$ cat src/rtl/cascade_pkg.sv
// Package: shared parameters and the role encoding for the cascade logic.
// Assumes: nothing beyond IEEE 1800-2017.
package cascade_pkg;
    localparam int unsigned DEF_LEVELS = 8;
    localparam int unsigned DEF_VEC_W  = 8;

    typedef enum logic {
        ROLE_SLAVE  = 1'b0,
        ROLE_MASTER = 1'b1
    } role_e;
endpackage

$ cat src/rtl/cascade_ack_track.sv
// Acknowledge tracker: derives the acknowledge phases from the active-low
// acknowledge input. 'start' marks the first edge that samples it low, and
// 'second' marks each later edge with it still low.
// Assumes: inta_n is synchronous to clk.
module cascade_ack_track (
    input  logic clk,
    input  logic rst_n,
    input  logic inta_n,
    output logic ack_live,
    output logic ack_start,
    output logic ack_later
);
    logic inta_q;

    // Remember the previous sample of the acknowledge input.
    always_ff @(posedge clk) begin
        if (!rst_n) inta_q <= 1'b1;
        else        inta_q <= inta_n;
    end

    // Phase decode from the current and previous samples.
    always_comb begin
        ack_live  = ~inta_n;
        ack_start = inta_q & ~inta_n;
        ack_later = ~inta_q & ~inta_n;
    end
endmodule

$ cat src/rtl/cascade_master_drv.sv
// Master driver: at the start of an acknowledge, either drives the slave
// number onto the cascade lines or presents its own vector. It holds that
// choice until the acknowledge ends.
// Assumes: win_level is valid when the acknowledge starts.
module cascade_master_drv #(
    parameter int unsigned LEVELS = 8,
    parameter int unsigned VEC_W  = 8,
    localparam int unsigned ID_W  = $clog2(LEVELS)
) (
    input  logic              clk,
    input  logic              rst_n,
    input  logic              ack_live,
    input  logic              ack_start,
    input  logic [LEVELS-1:0] slave_map,
    input  logic [ID_W-1:0]   win_level,
    input  logic [VEC_W-1:0]  own_vector,
    output logic [ID_W-1:0]   cas_q,
    output logic              cas_oe_q,
    output logic              vec_oe_q,
    output logic [VEC_W-1:0]  vec_q
);
    logic [LEVELS-1:0] level_hot;
    logic              has_slave;

    // One-hot decode of the winning level, one bit per level.
    for (genvar g = 0; g < LEVELS; g++) begin : g_dec
        assign level_hot[g] = (win_level == ID_W'(g));
    end

    // A slave is attached when the decoded level is marked in the map.
    always_comb has_slave = |(level_hot & slave_map);

    // Capture the acknowledge decision, then clear it once the acknowledge ends.
    always_ff @(posedge clk) begin
        if (!rst_n || !ack_live) begin
            cas_q    <= '0;
            cas_oe_q <= 1'b0;
            vec_oe_q <= 1'b0;
            vec_q    <= '0;
        end else if (ack_start) begin
            cas_q    <= has_slave ? win_level : '0;
            cas_oe_q <= has_slave;
            vec_oe_q <= ~has_slave;
            vec_q    <= has_slave ? '0 : own_vector;
        end
    end
endmodule

$ cat src/rtl/cascade_slave_cmp.sv
// Slave comparator: on the second acknowledge edge, compares the cascade lines
// with its own number and enables its vector only on a match. It makes the
// decision once per acknowledge.
// Assumes: the master settles the cascade lines within one cycle.
module cascade_slave_cmp #(
    parameter int unsigned ID_W  = 3,
    parameter int unsigned VEC_W = 8
) (
    input  logic             clk,
    input  logic             rst_n,
    input  logic             ack_live,
    input  logic             ack_later,
    input  logic [ID_W-1:0]  cas_in,
    input  logic [ID_W-1:0]  own_id,
    input  logic [VEC_W-1:0] own_vector,
    output logic             vec_oe_q,
    output logic [VEC_W-1:0] vec_q
);
    logic decided_q;
    logic id_match;

    // Identification compare.
    always_comb id_match = (cas_in == own_id);

    // Make one decision per acknowledge and hold it until release.
    always_ff @(posedge clk) begin
        if (!rst_n || !ack_live) begin
            decided_q <= 1'b0;
            vec_oe_q  <= 1'b0;
            vec_q     <= '0;
        end else if (ack_later && !decided_q) begin
            decided_q <= 1'b1;
            vec_oe_q  <= id_match;
            vec_q     <= id_match ? own_vector : '0;
        end
    end
endmodule

$ cat src/rtl/cascade_bus_ctl.sv
// Bus control: selects the active role's outputs and forms the active-low
// transceiver enable in buffered mode.
// Assumes: role changes only between acknowledges.
module cascade_bus_ctl
    import cascade_pkg::*;
#(
    parameter int unsigned ID_W  = 3,
    parameter int unsigned VEC_W = 8
) (
    input  logic             is_master,
    input  logic             buffered,
    input  logic [ID_W-1:0]  m_cas,
    input  logic             m_cas_oe,
    input  logic             m_vec_oe,
    input  logic [VEC_W-1:0] m_vec,
    input  logic             s_vec_oe,
    input  logic [VEC_W-1:0] s_vec,
    output logic [ID_W-1:0]  cas_out,
    output logic             cas_oe,
    output logic [VEC_W-1:0] data_out,
    output logic             data_oe,
    output logic             buf_en_n
);
    role_e role;

    // Role multiplexing of the cascade and data outputs.
    always_comb begin
        role = role_e'(is_master);
        if (role == ROLE_MASTER) begin
            cas_out  = m_cas;
            cas_oe   = m_cas_oe;
            data_oe  = m_vec_oe;
            data_out = m_vec;
        end else begin
            cas_out  = '0;
            cas_oe   = 1'b0;
            data_oe  = s_vec_oe;
            data_out = s_vec;
        end
        buf_en_n = ~(buffered & data_oe);
    end
endmodule

$ cat src/rtl/cascade_ctl.sv
// Top: master/slave cascade logic for an 8-level interrupt controller.
// Assumes: inta_n is synchronous to clk; configuration is static during an
// acknowledge.
module cascade_ctl #(
    parameter int unsigned LEVELS = cascade_pkg::DEF_LEVELS,
    parameter int unsigned VEC_W  = cascade_pkg::DEF_VEC_W,
    localparam int unsigned ID_W  = $clog2(LEVELS)
) (
    input  logic              clk,
    input  logic              rst_n,
    input  logic              cfg_master,
    input  logic              cfg_buffered,
    input  logic [LEVELS-1:0] cfg_slave_map,
    input  logic [ID_W-1:0]   cfg_own_id,
    input  logic [ID_W-1:0]   win_level,
    input  logic [VEC_W-1:0]  own_vector,
    input  logic              inta_n,
    input  logic [ID_W-1:0]   cas_in,
    output logic [ID_W-1:0]   cas_out,
    output logic              cas_oe,
    output logic [VEC_W-1:0]  data_out,
    output logic              data_oe,
    output logic              buf_en_n
);
    logic             ack_live, ack_start, ack_later;
    logic [ID_W-1:0]  m_cas;
    logic             m_cas_oe, m_vec_oe, s_vec_oe;
    logic [VEC_W-1:0] m_vec, s_vec;

    cascade_ack_track i_ack (
        .clk(clk), .rst_n(rst_n), .inta_n(inta_n),
        .ack_live(ack_live), .ack_start(ack_start), .ack_later(ack_later)
    );

    cascade_master_drv #(.LEVELS(LEVELS), .VEC_W(VEC_W)) i_mst (
        .clk(clk), .rst_n(rst_n), .ack_live(ack_live), .ack_start(ack_start),
        .slave_map(cfg_slave_map), .win_level(win_level), .own_vector(own_vector),
        .cas_q(m_cas), .cas_oe_q(m_cas_oe), .vec_oe_q(m_vec_oe), .vec_q(m_vec)
    );

    cascade_slave_cmp #(.ID_W(ID_W), .VEC_W(VEC_W)) i_slv (
        .clk(clk), .rst_n(rst_n), .ack_live(ack_live), .ack_later(ack_later),
        .cas_in(cas_in), .own_id(cfg_own_id), .own_vector(own_vector),
        .vec_oe_q(s_vec_oe), .vec_q(s_vec)
    );

    cascade_bus_ctl #(.ID_W(ID_W), .VEC_W(VEC_W)) i_bus (
        .is_master(cfg_master), .buffered(cfg_buffered),
        .m_cas(m_cas), .m_cas_oe(m_cas_oe), .m_vec_oe(m_vec_oe), .m_vec(m_vec),
        .s_vec_oe(s_vec_oe), .s_vec(s_vec),
        .cas_out(cas_out), .cas_oe(cas_oe), .data_out(data_out),
        .data_oe(data_oe), .buf_en_n(buf_en_n)
    );
endmodule

$ cat config.mk
export PLATFORM = sky130hd
export DESIGN_NAME = cascade_ctl
export DESIGN_NICKNAME = d
export VERILOG_FILES = /design/src/rtl/cascade_pkg.sv /design/src/rtl/cascade_ack_track.sv /design/src/rtl/cascade_master_drv.sv /design/src/rtl/cascade_slave_cmp.sv /design/src/rtl/cascade_bus_ctl.sv /design/src/rtl/cascade_ctl.sv
export SDC_FILE = /design/constraint.sdc
export NUM_CORES = 1
export LEC_CHECK = 0
export BUFFER_PORTS_ARGS = -buffer_cell sky130_fd_sc_hd__buf_4
export CAP_MARGIN = 20
export CORE_MARGIN = 2
export CORE_UTILIZATION = 49
export CTS_BUF_LIST = sky130_fd_sc_hd__clkbuf_8
export DETAILED_ROUTE_END_ITERATION = 10
export GPL_ROUTABILITY_DRIVEN = 0
export MAX_ROUTING_LAYER = met4
export PLACE_DENSITY = 0.8
export SYNTH_ARGS = -nofsm -noshare
export SYNTH_HDL_FRONTEND = slang
export SYNTH_HIERARCHICAL = 1
export SYNTH_SLANG_ARGS = --single-unit
export TNS_END_PERCENT = 50
$ cat constraint.sdc
create_clock -name clk -period 1.7 [get_ports clk]
set_input_delay 0.085 -clock clk [delete_from_list [all_inputs] [get_ports clk]]
set_output_delay 0.085 -clock clk [all_outputs]
set_load 0.02 [all_outputs]
==> impl_results.md, run 1 <==
- Status: finished clean
- Hold crit path type: input port to flip-flop
- Minimum clock period: 1.35 ns
- Clk pin slew, worst setup/hold paths: approximately 0.090 ns
- Maximum vdd drop: 0.722 mV
- Data required time of the worst path: 1.91 ns
- Starting Density: 50.9%
- Clock Power Share: 40.1%
- Hold_buf cts: 0
- Arrival time worst endpoint: 1.55 ns
- Final hold vios: 0
- Crit path kind: flip-flop to flip-flop
- Layout net count: 179
- Power Dens Cells: 813 mW/mm^2
- Die ar.: 0.00267 mm^2
- Post-Route WL: 2350 um
- GRT overflow: 0
- Setup crit start kind: flip-flop
- Vias in the first global route: 924
- CTS tree: yes
- Unique masters post-synth: 26
- Int Pwr: 968 uW
- Final period utilization: 79.2%
- Post-CTS Setup Inserts: 0
- Comb pwr share: 13.1%
- Seq/Total Area, Yosys: 43.1%
- # clock sinks: 24
- CTS buffer count: 3
- Leakage: 0.000677 uW
- Final setup skew: 0.00425 ns
- Sequential power share: 46.8%
- Syn Std Cell Area: between 0.001 and 0.0015 mm^2
- Post-DP Area: 0.00144 mm^2
- Max Cap Violations: 0
- Rel. slew slack: around half
- Inst Count DP: 172
- Share of cells above drive strength 1: 43.9%
- Antenna Violating Nets Remaining: 0
- First-pass GRT wire length: roughly 4000 um
- Io pins: 44
- Via count: between 900 and 1k
- Switching share of power: 21.4%
- Worst stage delay on the critical path: 0.42 ns
- Final setup violation count: 0
- Yosys warning total: 6
- Root Driver: clkbuf_8
- Slowest-stage cell, CP: nor4_4
- Row count: 17
- DRT iter0 DRCs: 8
- CORE AREA: 0.00219 mm^2
- # resized after CTS: 0
- Final max-slew violation count: 0
- Initial antenna violation count: 0
- Die H: slightly above 50 um
- Antenna diodes: 0
- 1st-pass router iterations: 5
- Crit end category: flip-flop
- Cell area after layout: 0.00151 mm^2
- Post-DR wirelength/cell: 13.4 um
- Worst-Margin Slew: between 0.7 and 0.8 ns
- Tot Pwr: 1230 uW
- Area Overhead vs Synth: 35.8%
- CP cell instances: nor2_1 > nand4b_1 > nor4_4 > a22o_1
- Synthesized instance count: 105
- FMAX: 743 MHz
- Drt drc: 0
- RSZ-0062 raised after global routing: no
- Layout Cells excl Fill: between 150 and 200
- Critical Path Fanout Max: 8
- Avg Cell Area, Syn: 10.6 um^2
- H-tree Lvls: 1
- Fillers: 176
- CTS Buffer Depth: 2
- Setup_tns: 0 ns
- Dpl hpwl: 1850 um
- Latest clock arrival within the worst-skew pair: 0.26 ns
- Largest net degree at the start of global routing: 15
- Die width: slightly above 50 um
- Port Buffers: 43
- NetSw: 263 uW
- Hold Worst Slack: approximately 0.014 ns
- Vias/cell: 5.34
- All-Layer GR Usage: between 20 and 25%
- Seq cells post-synth: 24
- Syn_nets: 135
## placed cells by master, fill, tap and decap left out, types with 2 or more instances in the layout
master,Yosys,routed
nor2b_1,2,2
mux2i_1,4,4
nand2b_1,2,2
nand2_1,11,11
dfxtp_1,24,24
a22o_1,8,8
nor2_1,8,8
a32o_1,8,8
mux2_4,6,6
clkbuf_8,0,3
mux2_2,3,3
nand3b_1,2,2
inv_1,2,2
buf_4,0,45
o21ai_0,3,3
and2_2,4,4
xor2_1,3,3
## registers in the layout (all words and copies together) (netlist names)
register / flops
i_mst/vec_q: 8
i_mst/cas_oe_q: 1
i_ack/inta_q: 1
i_mst/cas_q: 3
i_mst/vec_oe_q: 1
i_slv/vec_q: 8
i_slv/vec_oe_q: 1
i_slv/decided_q: 1
## Yosys cell counts, drive strengths merged
cell type,number,area share (%)
mux2i,4,3.6
xor2,3,2.4
nand4b,1,0.79
o21ba,1,0.90
nand2b,2,1.1
buf,3,3.0
nor4,2,2.5
nor2,8,2.7
a32o,8,7.2
nor2b,2,1.1
o31ai,1,0.67
inv,2,0.67
nand3,1,0.45
o21ai,3,1.3
mux2,9,11
dfxtp,24,43
o21a,1,0.67
nand4,1,1.1
clkbuf,3,1.0
nand2,11,3.7
a22o,8,6.3
and2,5,3.3
nand3b,2,1.3
## critical path, delay by kind of cell, from the launching register on
| family | cells | cell delay (ns) |
|---|---|---|
| AO/OA/AOI/OAI | 1 | 0.21 |
| flip-flops | 1 | 0.31 |
| AND/OR/NAND/NOR | 3 | 0.77 |
## metrics by stage
| stage | setup slack (ns) | util [%] |
|---|---|---|
| finish | 0.354 | 69.1 |
| global route | 0.175 | 69.1 |
| CTS | 0.315 | 69.1 |
| detailed placement | 0.362 | 65.8 |
| global placement | 0.392 | 65.8 |
| floorplan | 0.478 | - |
## cells by family (layout without fill, tap and decap cells)
logic type	after synthesis	count (layout)	synth area share, %
and+or+nand+nor	35	35	18.1
muxes	13	13	14.7
DFF	24	24	43.1
AOI/OAI and AO/OA	22	22	17.1
xor gates and xnor gates	3	3	2.36
buffers and inverters	8	51	4.71
## layer usage
metal / wire length, um / vias to the layer above / track usage (%)
met3: 97 / 4 / 3.74
met4: 27 / 0 / 8.77
met2: 1240 / 23 / 36.5
met5: 0 / - / -
li1: - / 469 / -
met1: 993 / 444 / 22.0
## power by group through the flow
stage                     logic, uW  clock network (uW)  registers [uW]
after floorplan                89.2                   0             588
after global placement          155                   0             590
after detailed placement        160                   0             590
after CTS                       161                 502             576
after global routing            176                 515             578
final                           161                 494             576
## area by class of cell
cell class              instances  area, um^2  share of cell area [%]
well taps                      28        35.0                    2.31
multi-input cells              73         582                    38.4
repair buffers                 45         338                    22.3
flip-flops and latches         24         480                    31.7
clock buffers                   3        41.3                    2.73
inverters                       2        7.51                   0.496
clock inverters                 1        30.0                    1.98
## worst paths after layout
path	depth (start not counted)	slack [ns]	endpoint	start
min reg2reg	2	0.46	i_mst/cas_oe_q	i_mst/cas_oe_q
min	2	0.01	i_ack/inta_q	rst_n
max	4	0.35	i_slv/vec_q[1]	i_ack/inta_q
max reg2reg	4	0.35	i_slv/vec_q[1]	i_ack/inta_q
Power figures use the tool's default switching activity.
==> inputs of run 2 (changes only) <==
- CORE_UTILIZATION: 49 -> 45
- PLACE_DENSITY: 0.8 -> 0.78
- clock period: 1.7 -> 1.1 ns (I/O delays scaled with it)
==> run 2 against run 1 <==
- the flow now finishes with violations (negative setup slack)
- setup slack worse by 0.37 ns
- power up 59%
- maximum frequency up 20%
- critical path type unchanged
- die area up 8.2%
- sequential power up 55%
- critical endpoint is now i_slv/vec_q[7]
==> impl_results.md, run 2 (same netlist as run 1, synthesis figures left out) <==
- Status: complete, but fails checks
- Failing checks: negative setup slack
- Leakage: approximately 0.00073 uW
- Switching share of power: 21.8%
- Post-Route WL: approximately 2600 um
- Antenna diodes: 0
- Vias/cell: approximately 5.3
- CTS tree: yes
- Maximum vdd drop: approximately 1.3 mV
- Sequential power share: 45.7%
- Area Overhead vs Synth: 46.8%
- Layout Cells excl Fill: between 150 and 200
- Port Buffers: 43
- Vias in the first global route: ~920
- Dpl hpwl: between 1500 and 2000 um
- Crit end category: flip-flop
- Latest clock arrival within the worst-skew pair: 0.27 ns
- Setup crit start kind: flip-flop
- Final setup skew: between 0.002 and 0.0025 ns
- Setup_tns: -0.0193 ns
- Final hold vios: 0
- Largest net degree at the start of global routing: 15
- RSZ-0062 raised after global routing: yes
- All-Layer GR Usage: 20.9%
- Most frequent cells in the layout: 46 x buf_4, 23 x dfxtp_1, 10 x nand2_1, 8 x a32o_1, 8 x a22o_1
- Initial antenna violation count: 0
- Data required time of the worst path: 1.31 ns
- Clock Power Share: 39.1%
- NetSw: 427 uW
- Die width: roughly 54 um
- Biggest regs: i_mst/vec_q x8, i_slv/vec_q x8, i_mst/cas_q x3
- CTS Buffer Depth: 2
- CP cell instances: nor2_4 > nand4b_1 > nor4_4 > buf_4 > a22o_1
- Final period utilization: 102%
- Starting Density: 46.3%
- Rel. slew slack: 79.4%
- Arrival time worst endpoint: ~1.3 ns
- Commonest non-fill, non-tap cell in the layout: buf_4
- Drt drc: 0
- Die H: ~54 um
- First-pass GRT wire length: 4220 um
- Clk pin slew, worst setup/hold paths: about 0.080 ns
- Tot Pwr: 1960 uW
- H-tree Lvls: 1
- Share of cells above drive strength 1: 51.3%
- Post-DP Area: roughly 0.0015 mm^2
- Crit path kind: flip-flop to flip-flop
- CORE AREA: 0.00241 mm^2
- Setup WS post-layout: -0.0193 ns
- Final setup violation count: 1
- GRT overflow: 0
- Inst Count DP: 180
- Slowest-stage cell, CP: dfxtp_2
- 1st-pass router iterations: 4
- Worst-Margin Slew: 0.308 ns
- Minimum clock period: between 1 and 1.5 ns
- Die ar.: 0.00289 mm^2
- CTS buffer count: 3
- Cell area after layout: ~0.0016 mm^2
- Antenna Violating Nets Remaining: 0
- Max Cap Violations: 0
- Row count: 18
- Post-DR wirelength/cell: 13.8 um
- DRT iter0 DRCs: 16
- Final max-slew violation count: 0
- Worst stage delay on the critical path: between 0.3 and 0.4 ns
- Final Util: 67.9%
- FMAX: 893 MHz
- Via count: 982
- Power Dens Cells: 1200 mW/mm^2
- Int Pwr: 1530 uW
- Io pins: 44
- # clock sinks: 24
- Root Driver: clkbuf_8
- Layout net count: about 190
- Comb pwr share: 15.3%
- Hold crit path type: input port to flip-flop
- Critical Path Fanout Max: 8
-- run 2: cell type report --
type / instances / area [um^2]
clock buffers: 3 / 41.3
flip-flops and latches: 24 / 482
fillers: 182 / 773
clock inverters: 1 / 30.0
inverters: 2 / 7.51
multi-input cells: 73 / 617
repair buffers: 53 / 422
well taps: 30 / 37.5
-- run 2: power by group through the flow --
stage | Combinational [uW] | Clock [uW] | Sequential (uW)
floorplan | 140 | 0 | 909
global placement | 268 | 0 | 911
detailed placement | 271 | 0 | 912
CTS | 284 | 782 | 893
global route | 324 | 816 | 895
finish | 299 | 764 | 893
-- run 2: per-layer routing --
| metal | vias to the layer above | part of all wire (%) | track usage, % |
|---|---|---|---|
| li1 | 486 | - | - |
| met1 | 464 | 42 | 24.8 |
| met2 | 30 | 52 | 36.0 |
| met3 | 2 | 5.4 | 6.67 |
| met4 | 0 | 0.16 | 1.28 |
| met5 | - | 0 | - |
-- run 2: final timing paths --
path	start	to	depth (start not counted)	slack [ns]
setup / recovery	i_ack/inta_q	i_slv/vec_q[7]	5	-0.02
hold / removal	own_vector[6]	i_slv/vec_q[6]	2	0.002
setup reg to reg	i_ack/inta_q	i_slv/vec_q[7]	5	-0.02
hold reg to reg	i_mst/cas_q[0]	i_mst/cas_q[0]	2	0.45
-- run 2: metrics by stage --
stage	worst slack, ns	hold WS (ns)
floorplan	-0.0340	0.128
global placement	-0.0403	0.254
detailed placement	-0.0776	0.255
CTS	-0.0116	0.00133
global route	-0.0716	0.00159
finish	-0.0193	0.00218
-- run 2: timing repair --
| action | in CTS | in global routing |
|---|---|---|
| setup endpoints to repair | 19 | 25 |
| hold endpoints to repair | 1 | 1 |
| pin swaps | 2 | 13 |
| gates resized for setup | 9 | 10 |
| hold buffers | 1 | 1 |
| setup buffers | 0 | 0 |
-- run 2: worst max-delay path: cells and delay by family (launching register included) --
kind	cells	cell delay, ns
buffers and inverters	1	0.18
AND/OR/NAND/NOR	3	0.40
AO/OA/AOI/OAI	1	0.14
flip-flops	1	0.34
